## src/rtl/sysctl_pkg.sv

```systemverilog
package sysctl_pkg;

  localparam int unsigned WORD_W = 32;

  // implemented control bits
  localparam logic [WORD_W-1:0] IMPL_MASK = 32'h7218_3C07;
  // reserved bits that read as one
  localparam logic [WORD_W-1:0] RAO_MASK  = 32'h00C5_0078;
  // bits forced to one under the long-descriptor format
  localparam logic [WORD_W-1:0] LDF_MASK  = 32'h3000_0000;

  localparam int unsigned B_MMU    = 0;
  localparam int unsigned B_ALIGN  = 1;
  localparam int unsigned B_DCACHE = 2;
  localparam int unsigned B_SWAP   = 10;
  localparam int unsigned B_BRPRED = 11;
  localparam int unsigned B_ICACHE = 12;
  localparam int unsigned B_HIVEC  = 13;
  localparam int unsigned B_WXN    = 19;
  localparam int unsigned B_UWXN   = 20;
  localparam int unsigned B_BIGEND = 25;
  localparam int unsigned B_REMAP  = 28;
  localparam int unsigned B_AFLAG  = 29;
  localparam int unsigned B_EXCST  = 30;

  typedef struct packed {
    logic wrEn;
    logic wrSecure;
    logic rdEn;
    logic rdSecure;
    logic undef;
  } ctrlStrobe_t;

endpackage

```

## src/rtl/sysctl_ctrl.sv

```systemverilog
module sysctl_ctrl
  import sysctl_pkg::*;
#(
  parameter logic [2:0] SEL_OPC1 = 3'd0,
  parameter logic [3:0] SEL_CRN  = 4'd1,
  parameter logic [3:0] SEL_CRM  = 4'd0,
  parameter logic [2:0] SEL_OPC2 = 3'd0,
  parameter int unsigned PRIV_W  = 2
) (
  input  logic              clk,
  input  logic              rstN,
  input  logic              accValid,
  input  logic              accWrite,
  input  logic [2:0]        accOpc1,
  input  logic [3:0]        accCrn,
  input  logic [3:0]        accCrm,
  input  logic [2:0]        accOpc2,
  input  logic              secState,
  input  logic [PRIV_W-1:0] privLevel,
  input  logic              secWrLock,
  output ctrlStrobe_t       strb,
  output logic              undefInstr
);

  logic selHit;
  logic privOk;
  logic lockHit;
  logic reject;

  assign selHit  = accValid && (accOpc1 == SEL_OPC1) && (accCrn == SEL_CRN)
                   && (accCrm == SEL_CRM) && (accOpc2 == SEL_OPC2);
  assign privOk  = (privLevel != '0);
  assign lockHit = accWrite && secState && secWrLock;
  assign reject  = selHit && (!privOk || lockHit);

  always_comb begin
    strb          = '0;
    strb.undef    = reject;
    strb.wrEn     = selHit && accWrite && !reject;
    strb.rdEn     = selHit && !accWrite && !reject;
    strb.wrSecure = secState;
    strb.rdSecure = secState;
  end

  always_ff @(posedge clk) begin
    if (!rstN) undefInstr <= 1'b0;
    else       undefInstr <= strb.undef;
  end

  // level-0 access to this register is refused
  a_r4_pl0_undef : assert property (@(posedge clk) disable iff (!rstN)
    (selHit && privLevel == '0) |=> undefInstr);

  // locked Secure write is refused
  a_r5_lock_undef : assert property (@(posedge clk) disable iff (!rstN)
    (selHit && accWrite && secState && secWrLock) |=> undefInstr);

  // the flag is a single-cycle pulse tied to an access
  a_r10_undef_pulse : assert property (@(posedge clk) disable iff (!rstN)
    !accValid |=> !undefInstr);

  // a non-matching select never produces the flag
  a_r1_miss_quiet : assert property (@(posedge clk) disable iff (!rstN)
    (accValid && !selHit) |=> !undefInstr);

endmodule

```

## src/rtl/sysctl_bank.sv

```systemverilog
module sysctl_bank
  import sysctl_pkg::*;
#(
  parameter int unsigned     DATA_W    = WORD_W,
  parameter int unsigned     NUM_COPY  = 2,
  parameter logic [DATA_W-1:0] HIGH_BASE = 32'hFFFF_0000
) (
  input  logic              clk,
  input  logic              rstN,
  input  ctrlStrobe_t       strb,
  input  logic [DATA_W-1:0] accWdata,
  input  logic              secState,
  input  logic              longDescFmt,
  input  logic              cfgExcState,
  input  logic              cfgBigEnd,
  input  logic              cfgHighVec,
  input  logic [DATA_W-1:0] vecBaseRemap,
  output logic [DATA_W-1:0] rdData,
  output logic              mmuEn,
  output logic              alignChk,
  output logic              dCacheEn,
  output logic              iCacheEn,
  output logic              branchPredEn,
  output logic              swapEn,
  output logic              wxn,
  output logic              uwxn,
  output logic              accessFlagEn,
  output logic              remapEn,
  output logic              excBigEnd,
  output logic              excState,
  output logic [DATA_W-1:0] vecBase
);

  localparam logic [DATA_W-1:0] IMPL = DATA_W'(IMPL_MASK);
  localparam logic [DATA_W-1:0] RAO  = DATA_W'(RAO_MASK);
  localparam logic [DATA_W-1:0] LDF  = DATA_W'(LDF_MASK);
  localparam logic [DATA_W-1:0] RAZ  = ~(IMPL | RAO);

  logic [DATA_W-1:0] resetWord;
  logic [DATA_W-1:0] bankQ [NUM_COPY];
  logic [DATA_W-1:0] activeQ;
  logic [DATA_W-1:0] readSel;
  logic [DATA_W-1:0] readView;

  always_comb begin
    resetWord           = '0;
    resetWord[B_EXCST]  = cfgExcState;
    resetWord[B_BIGEND] = cfgBigEnd;
    resetWord[B_HIVEC]  = cfgHighVec;
  end

  // copy index 1 is Secure, index 0 is Non-secure
  for (genvar g = 0; g < NUM_COPY; g++) begin : gCopy
    logic [DATA_W-1:0] q;
    logic isSecure;
    assign isSecure = (g == 1);
    always_ff @(posedge clk) begin
      if (!rstN)
        q <= resetWord;
      else if (strb.wrEn && (strb.wrSecure == isSecure))
        q <= accWdata & IMPL;
    end
    assign bankQ[g] = q;
  end

  assign activeQ  = bankQ[secState];
  assign readSel  = bankQ[strb.rdSecure];
  assign readView = (readSel & IMPL) | RAO | (longDescFmt ? LDF : '0);

  always_ff @(posedge clk) begin
    if (!rstN)          rdData <= '0;
    else if (strb.rdEn) rdData <= readView;
  end

  assign mmuEn        = activeQ[B_MMU];
  assign alignChk     = activeQ[B_ALIGN];
  assign dCacheEn     = activeQ[B_DCACHE];
  assign iCacheEn     = activeQ[B_ICACHE];
  assign branchPredEn = activeQ[B_BRPRED];
  assign swapEn       = activeQ[B_SWAP];
  assign wxn          = activeQ[B_WXN];
  assign uwxn         = activeQ[B_UWXN];
  assign accessFlagEn = activeQ[B_AFLAG] && !longDescFmt;
  assign remapEn      = activeQ[B_REMAP] && !longDescFmt;
  assign excBigEnd    = activeQ[B_BIGEND];
  assign excState     = activeQ[B_EXCST];
  assign vecBase      = activeQ[B_HIVEC] ? HIGH_BASE : vecBaseRemap;

  // reserved bits come back fixed
  a_r6_reserved_read : assert property (@(posedge clk) disable iff (!rstN)
    strb.rdEn |=> (((rdData & RAO) == RAO) && ((rdData & RAZ) == '0)));

  // a refused access leaves both copies untouched
  a_r4_refused_hold : assert property (@(posedge clk) disable iff (!rstN)
    strb.undef |=> ($stable(bankQ[0]) && $stable(bankQ[1])));

  // a Non-secure write never touches the Secure copy
  a_r2_bank_isolate : assert property (@(posedge clk) disable iff (!rstN)
    (strb.wrEn && !strb.wrSecure) |=> $stable(bankQ[1]));

  // long-descriptor reads return ones in the two overridden bits
  a_r7_ldf_read : assert property (@(posedge clk) disable iff (!rstN)
    (strb.rdEn && longDescFmt) |=> (rdData[B_AFLAG:B_REMAP] == 2'b11));

endmodule

```

## src/rtl/sysctl_top.sv

```systemverilog
module sysctl_top
  import sysctl_pkg::*;
#(
  parameter int unsigned DATA_W = WORD_W,
  parameter int unsigned PRIV_W = 2
) (
  input  logic              clk,
  input  logic              rstN,
  input  logic              accValid,
  input  logic              accWrite,
  input  logic [2:0]        accOpc1,
  input  logic [3:0]        accCrn,
  input  logic [3:0]        accCrm,
  input  logic [2:0]        accOpc2,
  input  logic [DATA_W-1:0] accWdata,
  input  logic              secState,
  input  logic [PRIV_W-1:0] privLevel,
  input  logic              secWrLock,
  input  logic              longDescFmt,
  input  logic              cfgExcState,
  input  logic              cfgBigEnd,
  input  logic              cfgHighVec,
  input  logic [DATA_W-1:0] vecBaseRemap,
  output logic [DATA_W-1:0] rdData,
  output logic              undefInstr,
  output logic              mmuEn,
  output logic              alignChk,
  output logic              dCacheEn,
  output logic              iCacheEn,
  output logic              branchPredEn,
  output logic              swapEn,
  output logic              wxn,
  output logic              uwxn,
  output logic              accessFlagEn,
  output logic              remapEn,
  output logic              excBigEnd,
  output logic              excState,
  output logic [DATA_W-1:0] vecBase
);

  ctrlStrobe_t strb;

  sysctl_ctrl #(.PRIV_W(PRIV_W)) uCtrl (
    .clk(clk), .rstN(rstN), .accValid(accValid), .accWrite(accWrite),
    .accOpc1(accOpc1), .accCrn(accCrn), .accCrm(accCrm), .accOpc2(accOpc2),
    .secState(secState), .privLevel(privLevel), .secWrLock(secWrLock),
    .strb(strb), .undefInstr(undefInstr)
  );

  sysctl_bank #(.DATA_W(DATA_W)) uBank (
    .clk(clk), .rstN(rstN), .strb(strb), .accWdata(accWdata),
    .secState(secState), .longDescFmt(longDescFmt),
    .cfgExcState(cfgExcState), .cfgBigEnd(cfgBigEnd), .cfgHighVec(cfgHighVec),
    .vecBaseRemap(vecBaseRemap), .rdData(rdData),
    .mmuEn(mmuEn), .alignChk(alignChk), .dCacheEn(dCacheEn), .iCacheEn(iCacheEn),
    .branchPredEn(branchPredEn), .swapEn(swapEn), .wxn(wxn), .uwxn(uwxn),
    .accessFlagEn(accessFlagEn), .remapEn(remapEn), .excBigEnd(excBigEnd),
    .excState(excState), .vecBase(vecBase)
  );

endmodule

```

## config.mk

```make
export PLATFORM = sky130hd
export DESIGN_NAME = sysctl_top
export DESIGN_NICKNAME = d
export VERILOG_FILES = /design/src/rtl/sysctl_pkg.sv /design/src/rtl/sysctl_ctrl.sv /design/src/rtl/sysctl_bank.sv /design/src/rtl/sysctl_top.sv
export SDC_FILE = /design/constraint.sdc
export NUM_CORES = 1
export LEC_CHECK = 0
export ABC_AREA = 1
export BUFFER_PORTS_ARGS = -buffer_cell sky130_fd_sc_hd__buf_2
export CAP_MARGIN = 10
export CELL_PAD_IN_SITES_DETAIL_PLACEMENT = 0
export CELL_PAD_IN_SITES_GLOBAL_PLACEMENT = 2
export CORE_ASPECT_RATIO = 0.9
export CORE_MARGIN = 3
export CORE_UTILIZATION = 17
export CTS_CLUSTER_DIAMETER = 80
export CTS_CLUSTER_SIZE = 10
export DETAILED_ROUTE_END_ITERATION = 10
export PLACE_DENSITY = 0.83
export SLEW_MARGIN = 10
export SYNTH_ARGS = -nofsm -noshare
export SYNTH_HDL_FRONTEND = slang
export SYNTH_SLANG_ARGS = --single-unit
```

## constraint.sdc

```tcl
create_clock -name clk -period 1.3 [get_ports clk]
set_input_delay 0.26 -clock clk [delete_from_list [all_inputs] [get_ports clk]]
set_output_delay 0.26 -clock clk [all_outputs]
set_load 0.02 [all_outputs]
```

==> Yosys cells after proc, flatten, opt, wreduce, memory -nomap -nowiden <==
Index checks and enable logic that the tools add are counted.
{ "classes": {"magnitude_cmp": 1, "eq_ne": 3, "mux": 9, "n_bitwise": 3, "n_reduce_logical": 24} }
{ "op_table": {"columns": ["cell", "n"], "rows": [
  ["31-bit two-way mux", 7],
  ["32-bit two-way mux", 1],
  ["31-bit by 32-bit bitwise OR with 32-bit output", 1],
  ["30-bit two-way mux", 1],
  ["1-bit logical AND", 15],
  ["3-bit zero test", 2],
  ["4-bit by 1-bit == test with 1-bit output, second input constant", 1],
  ["1-bit zero test", 4],
  ["4-bit zero test", 1],
  ["2-bit by 1-bit inequality test with 1-bit output, second input constant", 2],
  ["2-bit >= comparator, second input constant", 1],
  ["1-bit NOT with 2-bit output", 1],
  ["2-bit nonzero test", 1],
  ["1-bit logical OR", 1],
  ["1-bit NOT", 1]
]} }
{ "totals": {"ff_bits": 59, "input_bits": 90, "out_inout_bits": 77, "word_cells": 46} }

==> Depth between registers and ports, before layout <==
Gate-level depths: netlist of the first run.
{ "depth": {"depth_word": 11, "mapped_depth": 10, "mapped_depth_nobuf": 9} }

==> By module <==
From an unflattened synthesis of the first run, not the netlist that was laid out.
{ "unflattened": {"cells_unflattened": 393, "hier_area_um2": 2409.8} }
{ "modules_own_cells": {"columns": ["mod", "n_inst", "cells_each", "area_each_um2", "seq_area_each_um2"], "rows": [
  ["sysctl_bank", 1, 361, 2253.4, 860.8],
  ["sysctl_ctrl", 1, 32, 156.4, 20.0]
]} }

==> Worst setup path before layout of the first run <==
Ideal clock, no wire load.
{ "synth_timing": {"path_type": "input port to output port", "start": "in secState", "end": "out vecBase[17]", "t_arrival_ps": 1135, "required_time_ps": 1040, "slack_ps": -95, "path_stages": 6, "n_path_buf": 2, "cell_sequence": "buf_4 inv_2 nand2_1 nand2_1 clkbuf_1 or2_1"} }
{ "synth_between": {"elab_chain_len": 5} }
{ "synth_rtl": {"columns": ["element", "line", "text"], "rows": [
  ["start, declared", "sysctl_top.sv:16", "input logic secState,"],
  ["1-bit NOT with 2-bit output (implied by the code)", "sysctl_bank.sv:66", "assign activeQ = bankQ[secState];"],
  ["31-bit two-way mux (implied by the code) (3 in a row)", "sysctl_bank.sv:66", null],
  ["32-bit two-way mux", "sysctl_bank.sv:87", "assign vecBase = activeQ[B_HIVEC] ? HIGH_BASE : vecBaseRemap;"],
  ["end, declared", "sysctl_top.sv:38", "output logic [DATA_W-1:0] vecBase"]
]} }
No other way between the ends. The select of a mux whose other input is x is not followed.

==> Worst setup path after layout of the first run <==
{ "layout_timing": {"start": "reg uBank.gCopy[1].q[13]", "end": "out vecBase[8]"} }
{ "layout_between": {"elab_chain_len": 4} }
{ "layout_rtl": {"columns": ["element", "line", "text"], "rows": [
  ["start, declared", "sysctl_bank.sv:54", "logic [DATA_W-1:0] q;"],
  ["start signal, assigned", "sysctl_bank.sv:59", "q <= resetWord;"],
  ["start signal, assigned", "sysctl_bank.sv:61", "q <= accWdata & IMPL;"],
  ["31-bit two-way mux (implied by the code) (3 in a row)", "sysctl_bank.sv:66", null],
  ["32-bit two-way mux", "sysctl_bank.sv:87", null]
]} }
No other way between the ends. The select of a mux whose other input is x is not followed.

==> results of run 1 <==
## registers in the layout, summed over array words and instances, names as in the netlist
signal,count
uBank.rdData,14
uCtrl.undefInstr,1
uBank.gCopy.q,26
## timing repair
item                                    4_1_cts  5_1_grt
gates cloned                                  3        0
endpoints found under the setup margin       44       44
gates resized for setup                      91       43
hold endpoints to repair                      0        0
buffers inserted                              2        4
pin swaps                                     6        6
## routing by layer
metal | global-route usage, % | wire, microns
met1 | 11.2 | 3340
met4 | 1.95 | 48
met5 | 0 | 13
met3 | 3.16 | 668
met2 | 19.0 | 3860
## where the power goes
part / switching, mW / internal [mW]
logic: 0.479 / 0.425
clock network: 0.514 / 0.767
registers: 0.00732 / 1.30
total: 1.00 / 2.50
## cell usage in the layout, fill, tap and decap left out, types with 5 or more instances in the layout
| master | instances |
|---|---|
| buf_12 | 9 |
| buf_2 | 104 |
| buf_4 | 22 |
| buf_6 | 28 |
| clkbuf_16 | 5 |
| conb_1 | 11 |
| dfxtp_1 | 27 |
| dfxtp_2 | 8 |
| edfxtp_1 | 6 |
| inv_1 | 67 |
| inv_2 | 15 |
| nand2_1 | 95 |
| nand2_2 | 10 |
| nor2_1 | 64 |
| nor2_4 | 17 |
| o21ai_1 | 6 |
| o21ai_4 | 7 |
| or2_1 | 13 |
| or2_4 | 5 |
## stage by stage
| stage | instances | setup slack [ns] | TNS [ns] | power, mW | cell area, sq um |
|---|---|---|---|---|---|
| 2_1_floorplan | 405 | -0.0374 | -0.847 | 1.72 | 2550 |
| 3_3_place_gp | 720 | -0.161 | -8.32 | 1.99 | 3460 |
| 3_5_place_dp | 720 | -0.207 | -9.09 | 2.00 | 3460 |
| 4_1_cts | 733 | -0.337 | -10.32 | 3.52 | 4010 |
| 5_1_grt | 735 | -0.359 | -11.31 | 3.68 | 4130 |
| 6_report | 735 | -0.315 | -9.41 | 3.49 | 4130 |
## worst paths after layout
check,slack (ns),end,startpoint,cells past startpoint
worst max-delay path,-0.32,vecBase[8],uBank.gCopy[1].q[13],6
worst min-delay path,0.22,uBank.gCopy[1].q[11],accWdata[11],3
worst max register to register,0.18,uBank.rdData[13],uBank.gCopy[1].q[13],8
worst min register to register,0.51,uBank.rdData[25],uBank.rdData[25],4
## kinds of logic after synthesis
logic type	Yosys count
flip-flops	41
AO/OA/AOI/OAI	20
AND/OR/NAND/NOR	214
other	1
buffers and inverters	119
## cell type report
class	instances	area, sq um
Fill cell	1514	9980
Multi-Input combinational cell	245	1330
Timing Repair Buffer	164	1210
Sequential cell	41	891
Inverter	84	318
Tap cell	193	241
Clock buffer	8	146
## worst register-to-register path, cell delays in order (launching register included)
cell      delay (ns)
edfxtp_1        0.39
nand2_2         0.10
nand2_4         0.07
buf_12          0.13
buf_16          0.15
inv_1           0.05
nand2_1         0.04
nand2_1         0.05
nor2_1          0.03
==> flow_metrics.tcl, run 1 <==
set metrics [dict create \
    status "finished with violations" \
    violations "setup timing" \
    grt.overflow.total 0 \
    viasPerCell 3.59 \
    setup_viol 36 \
    cts-htree-levels 2 \
    synth.top_cells.by_area "dfxtp_1 28%, nand2_1 16%, nor2_1 12%, inv_1 11%, edfxtp_1 7.3%" \
    synth-edff-count 6 \
    max-vdd-ir-drop_mv 0.411 \
    die_h_microns 120 \
    rsz0062_at_grt "true" \
    synth_mux_area_share_pct 0 \
    antenna_left 0 \
    first_global_vias 2689 \
    crit_path_top_delay_cell "edfxtp_1" \
    max_freq_mhz 619 \
    post-dp-hpwl_microns 5840 \
    final_nets 631 \
    numCtsBuffers 5 \
    finalCritPeriodShare_pct 124 \
    ys_seq_elements 41 \
    core-area_sq_um 14100 \
    required_ns 1.04 \
    fin_ws_ns -0.315 \
    syn_area_sq_um 2470 \
    grt_max_degree 32 \
    synth-xor-area-share_pct 0 \
    worst_clock_skew_ns 0.00370 \
    hold_ws_ns 0.217 \
    path_buf_inv 3 \
    max_cap_violations 0 \
    clkLatencyLatePin_ns 0.28 \
    max_stage_delay_ns 0.39 \
    p_leak_nw 2.22 \
    utilization_pct 29.3 \
    n_antenna_cell 0 \
    dr.pass1.iters 5 \
    min_path_type "primary input to register" \
    synthFlopType "dfxtp_1" \
    synth_compound_area_share_pct 4.36 \
    clock_path_buffers 2 \
    cts_sinks 41 \
    yosysSeqAreaShare_pct 35.7 \
    worst_ep_arrival_time_ns 1.36 \
    cts_tree "yes" \
    drt-total-wl_microns 7930 \
    synth-simple-area-share_pct 37.3 \
    period_minus_slack_ns 1.62 \
    end_kind "output pin" \
    grt_pass1_wl_microns 13000 \
    slew_viol_final 0 \
    synth_top_area_share_pct 28.4 \
    drc 0 \
    synth_cell_types 23 \
    synth_common_cells "107 x nand2_1, 80 x nor2_1, 72 x inv_1, 35 x dfxtp_1, 19 x buf_4" \
    path_max_fanout 8 \
    fp.dieW_microns 133 \
    finalHoldViolCount 0 \
    wl_per_cell_microns 10.8 \
    dieArea_sq_um 16000 \
    port_buffers 136 \
    netlist_instances 395 \
    cp-start-kind "register" \
    syn_avg_cell_area_sq_um 6.25 \
    gp_congestion 0.722 \
    synth_top_family_by_area "simple AND/OR/NAND/NOR gates" \
    power_per_cell_area_nw_per_um2 846 \
    num_rows 41 \
    num_vias 2642 \
    drive_gt1_share_pct 45.2 \
    synth_warnings 0 \
    crit_type "register to output pin" \
    synth.most_common_cell "nand2_1" \
    crit_family "flip-flops" \
    path_common_cell "buf_12" \
    synth_top_area_cell "dfxtp_1" \
    crit_chain "nand2_2 > nand2_4 > buf_12 > buf_12 > nor2_4 > buf_6" \
    root_buffer "clkbuf_16" \
    hold_buffers 0 \
    pin_count 167 \
    start_util_pct 17.5 \
    area_growth_pct 67.4 \
    drtIter0Drc 93 \
    grt_usage_pct 10.1 \
    path_clk_slew_ns 0.06 \
    synth-async-reset-ratio_pct 0 \
    antenna_found_initial 1 \
    synth_fa_ha_area_share_pct 0 \
]
(Power assumes the default switching activity.)
==> run 2, diff against run 1 <==
Settings changed: CORE_ASPECT_RATIO 0.9 to 0.5, SETUP_SLACK_MARGIN set to 0.3.
==> run 2 against run 1 <==
The flow still finishes with violations (setup timing). Wire length is 7.2% higher. Hold slack better by 0.0049 ns. Clock skew barely moved. Count of clock-buffer cells in the layout down 2. Power increased by 1.8%. Critical path type unchanged. Largest power group unchanged.
==> flow_metrics.tcl, run 2 (synthesis results as in run 1) <==
set metrics [dict create \
    cts_tree "yes" \
    root_buffer "clkbuf_16" \
    max_cap_violations 0 \
    max_freq_mhz 626 \
    cts-htree-levels 2 \
    rsz0062_at_grt "true" \
    grt_use_met1_pct 9.93 \
    grt_usage_pct 9.66 \
    crit_path_top_delay_cell "edfxtp_1" \
    reg_top3 "uBank.gCopy.q (26), uBank.rdData (14), uCtrl.undefInstr (1)" \
    period_minus_slack_ns 1.60 \
    slew_viol_final 0 \
    crit_chain "nand2_4 > nand2_4 > or2_4 > buf_2" \
    start_util_pct 17.8 \
    worstReg2RegEnd "uBank.rdData[30]" \
    numCtsBuffers 5 \
    num_rows 30 \
    final_common_cell "buf_6" \
    worst_clock_skew_ns 0.00337 \
    largest_register_ffs 26 \
    fin_ws_ns -0.299 \
    grt.overflow.total 0 \
    clkLatencyLatePin_ns 0.28 \
    final_cell_mix "82 x buf_6, 69 x buf_2, 57 x inv_1" \
    fin_tns_setup_ns -8.69 \
    status "finished with violations" \
    end_kind "output pin" \
    n_antenna_cell 0 \
    regMostFlops "uBank.gCopy.q" \
    final_cells 773 \
    rr_worst_depth 9 \
    crit_family "simple AND/OR/NAND/NOR gates" \
    worst_ep_arrival_time_ns 1.34 \
    viasPerCell 3.67 \
    dieArea_sq_um 16100 \
    cp-startpoint "uBank.gCopy[1].q[13]" \
    grt_busiest_layer "met2" \
    drtIter0Drc 59 \
    antenna_left 0 \
    r2r_slack_ns 0.04 \
    gr-usage-met2_pct 19.0 \
    power_per_cell_area_nw_per_um2 684 \
    path_clk_slew_ns 0.06 \
    gp_congestion 0.736 \
    drt-total-wl_microns 8500 \
    p_leak_nw 2.58 \
    pin_count 167 \
    core-area_sq_um 13900 \
    p_total_mw 3.56 \
    crit_end "vecBase[24]" \
    max-vdd-ir-drop_mv 0.460 \
    final_nets 670 \
    path_common_cell "nand2_4" \
    area_growth_pct 111 \
    num_vias 2838 \
    finalHoldViolCount 0 \
    drc 0 \
    first_global_vias 2627 \
    setup_viol 36 \
    met3_usage_pct 2.42 \
    fp.dieW_microns 176 \
    required_ns 1.04 \
    path_max_fanout 11 \
    rr_startpoint "uBank.gCopy[1].q[30]" \
    wl_per_cell_microns 11.0 \
    drive_gt1_share_pct 70.1 \
    cts_sinks 41 \
    placedCellCount 729 \
    path_buf_inv 1 \
    grt_pass1_wl_microns 12500 \
    die_h_microns 91.2 \
    violations "setup timing" \
    port_buffers 136 \
    cp-start-kind "register" \
    dr.pass1.iters 4 \
    post-dp-hpwl_microns 5790 \
    antenna_found_initial 0 \
    min_path_type "primary input to register" \
    clock_path_buffers 2 \
    finalCritPeriodShare_pct 123 \
    max_stage_delay_ns 0.41 \
    hold_buffers 0 \
    crit_cells 4 \
    grt_max_degree 24 \
    place_ws_ns -0.187 \
    crit_type "register to output pin" \
]
run 2: cell count changes in the layout (fill, tap and decap cells not counted), sizes merged:
cell	before	now
buf	164	202
clkbuf	8	6
clkinv	2	3
inv	82	83
nand2	108	109
run 2: power by group:
part / leakage [nW] / switching, mW / total [mW] / internal [mW]
sequential: 0.354 / 0.00868 / 1.31 / 1.30
combinational: 2.16 / 0.548 / 1.06 / 0.512
clock: 0.0706 / 0.483 / 1.19 / 0.705
run 2: area by class of cell:
type / instances / area [sq um]
Multi-Input combinational cell: 246 / 1750
Clock buffer: 6 / 129
Inverter: 84 / 332
Timing Repair Buffer: 202 / 1830
Fill cell: 1358 / 8650
Sequential cell: 41 / 917
Tap cell: 192 / 240
Clock inverter: 2 / 10.0
run 2: per-layer routing:
metal	up-vias	part of all wire (%)	routed length, microns
met5	-	0	0
met3	9	6.8	576
met4	0	1.3	111
li1	1473	-	-
met2	82	54	4560
met1	1274	38	3250
run 2: how the worst min path moves through the flow:
stage	start	slack [ns]	endpoint	depth (start not counted)
4_1_cts	accWdata[0]	0.22	uBank.gCopy[1].q[0]	3
2_1_floorplan	accWdata[12]	0.39	uBank.gCopy[0].q[12]	2
6_report	accWdata[29]	0.22	uBank.gCopy[0].q[29]	3
3_5_place_dp	uBank.rdData[12]	0.49	uBank.rdData[12]	4
3_3_place_gp	uBank.rdData[13]	0.50	uBank.rdData[13]	4
5_1_grt	accWdata[29]	0.24	uBank.gCopy[1].q[29]	3
run 2: repair_timing:
item | 4_1_cts | 5_1_grt
pin swaps | 31 | 33
endpoints found under the setup margin | 112 | 110
cloned | 2 | 1
setup buffers | 23 | 10
resized for setup | 198 | 85
run 2: through the flow:
step | area, sq um | hold WS (ns) | util, %
after floorplan | 2960 | 0.395 | -
after global placement | 3850 | 0.496 | 27.8
after detailed placement | 3850 | 0.493 | 27.8
after CTS | 4840 | 0.224 | 34.9
after global routing | 5200 | 0.241 | 37.6
final | 5200 | 0.222 | 37.6
run 2: worst register-to-register path, stage by stage, from the launching register on:
cell	delay, ns
edfxtp_1	0.37
or2_4	0.24
o21ai_4	0.07
buf_6	0.12
buf_6	0.08
buf_6	0.08
buf_6	0.08
nand2_2	0.03
nand2_1	0.05
nor2_1	0.04
==> run 3, diff against run 2 <==
Settings changed: CELL_PAD_IN_SITES_DETAIL_PLACEMENT 0 to 1.
==> run 3 against run 2 <==
The flow still finishes with violations (setup timing). Power grew 3.5%. Sequential cell count is the same. Worst setup slack lost 0.038 ns. Non-clock buffer count shrank 1. Hold slack lost 0.015 ns. Combinational power grew 9%. Fmax shrank 2.3%. Clock power is essentially flat. Die area is the same.
==> flow_metrics.tcl, run 3 (synthesis results as in run 1) <==
set metrics [dict create \
    largest_register_ffs 26 \
    antenna_left 0 \
    fp.dieW_microns 176 \
    clkLatencyLatePin_ns 0.28 \
    max_freq_mhz 611 \
    grt_usage_pct 10.3 \
    period_minus_slack_ns 1.64 \
    start_util_pct 17.8 \
    finalHoldViolCount 0 \
    path_max_fanout 11 \
    crit_path_top_delay_cell "edfxtp_1" \
    path_buf_inv 1 \
    status "finished with violations" \
    utilization_pct 37.9 \
    max_cap_violations 0 \
    dr.pass1.iters 4 \
    worst_ep_arrival_time_ns 1.38 \
    rsz0062_at_grt "true" \
    drt-total-wl_microns 10700 \
    fin_ws_ns -0.337 \
    power_per_cell_area_nw_per_um2 702 \
    dieArea_sq_um 16100 \
    n_fill_cell 1613 \
    reg_top3 "uBank.gCopy.q (26), uBank.rdData (14), uCtrl.undefInstr (1)" \
    setup_viol 41 \
    num_rows 30 \
    r2r_slack_ns 0.01 \
    violations "setup timing" \
    num_vias 2983 \
    post-dp-hpwl_microns 6370 \
    pin_count 167 \
    drive_gt1_share_pct 67.8 \
    crit_family "simple AND/OR/NAND/NOR gates" \
    drc 0 \
    grt.overflow.total 0 \
    viasPerCell 3.85 \
    die_h_microns 91.2 \
    final_cell_mix "86 x buf_6, 63 x buf_2, 57 x inv_1" \
    regMostFlops "uBank.gCopy.q" \
    max_stage_delay_ns 0.42 \
    grt_pass1_wl_microns 13300 \
    max-vdd-ir-drop_mv 0.520 \
    worst_clock_skew_ns 0.00201 \
    root_buffer "clkbuf_16" \
    placedCellCount 729 \
    final_common_cell "buf_6" \
    hold_buffers 0 \
    crit_chain "nand2_4 > nand2_8 > or2_4 > buf_2" \
    end_kind "output pin" \
    gp_congestion 0.736 \
    clock_path_buffers 2 \
    cts_sinks 41 \
    min_path_type "primary input to register" \
    finalCritPeriodShare_pct 126 \
    slew_viol_final 0 \
    grt_max_degree 24 \
    path_clk_slew_ns 0.06 \
    cts_tree "yes" \
    crit_type "register to output pin" \
    core-area_sq_um 13900 \
    cp-start-kind "register" \
    area_growth_pct 113 \
    final_nets 670 \
    port_buffers 136 \
    numCtsBuffers 5 \
    fin_tns_setup_ns -10.43 \
    first_global_vias 2798 \
    antenna_found_initial 1 \
    drtIter0Drc 66 \
    wl_per_cell_microns 13.9 \
    p_leak_nw 2.59 \
    cts-htree-levels 2 \
    p_total_mw 3.68 \
    final_cells 774 \
    required_ns 1.04 \
]
==> run 3: cell types whose count changed in the layout (fill, tap and decap cells not counted), moves of 2 or more <==
cell and delta:
nor2_4 -4, nand2_1 +2, buf_6 +4, nand2_4 +4, nor2_1 +7, nor2_2 -3
dfxtp_1 +4, buf_2 -6, nand2_2 -6, dfxtp_2 -4
==> run 3: what timing repair did <==
item                       CTS  global route
cloned                       2             2
resized for setup          115           172
setup endpoints to repair  112           110
buffers inserted            17            15
pin swaps                    9            40
==> run 3: final cells by class <==
cell class / instances / area (sq um) / share of cell area (%)
Clock inverter: 2 / 10.0 / 0.191
Tap cell: 192 / 240 / 4.58
Timing Repair Buffer: 201 / 1870 / 35.6
Antenna cell: 1 / 2.50 / 0.0477
Multi-Input combinational cell: 247 / 1750 / 33.4
Sequential cell: 41 / 912 / 17.4
Clock buffer: 6 / 129 / 2.46
Inverter: 84 / 332 / 6.32
==> run 3: metal layers <==
layer	global-route usage, %	part of all wire (%)	vias to the layer above
met1	10.6	36	1411
met4	3.53	1.5	0
li1	-	-	1472
met3	2.55	6.8	12
met5	0	0	-
met2	20.3	56	88
==> run 3: report_power, final <==
| part | leakage, nW | total [mW] | internal (mW) | switching (mW) |
|---|---|---|---|---|
| clock network | 0.0706 | 1.21 | 0.706 | 0.505 |
| logic | 2.17 | 1.16 | 0.572 | 0.590 |
| registers | 0.352 | 1.31 | 1.30 | 0.00958 |
==> run 3: worst min-delay path: stages <==
cell and delay, ns:
buf_2 0.10, nor2_2 0.04, nor2_2 0.06
==> run 3: metrics by stage <==
step	hold WS (ns)	cell area (sq um)	setup WS, ns
floorplan	0.395	2960	0.0300
global placement	0.496	3850	-0.175
detailed placement	0.507	3850	-0.201
CTS	0.221	4540	-0.320
global route	0.226	5250	-0.382
finish	0.207	5250	-0.337
==> run 3: final timing paths <==
| path | cells after the start | from | endpoint |
|---|---|---|---|
| worst max register to register | 9 | uBank.gCopy[1].q[30] | uBank.rdData[30] |
| worst max-delay path | 4 | uBank.gCopy[0].q[13] | vecBase[23] |
| worst min-delay path | 3 | accWdata[29] | uBank.gCopy[0].q[29] |
| worst min register to register | 4 | uBank.gCopy[1].q[2] | uBank.gCopy[1].q[2] |
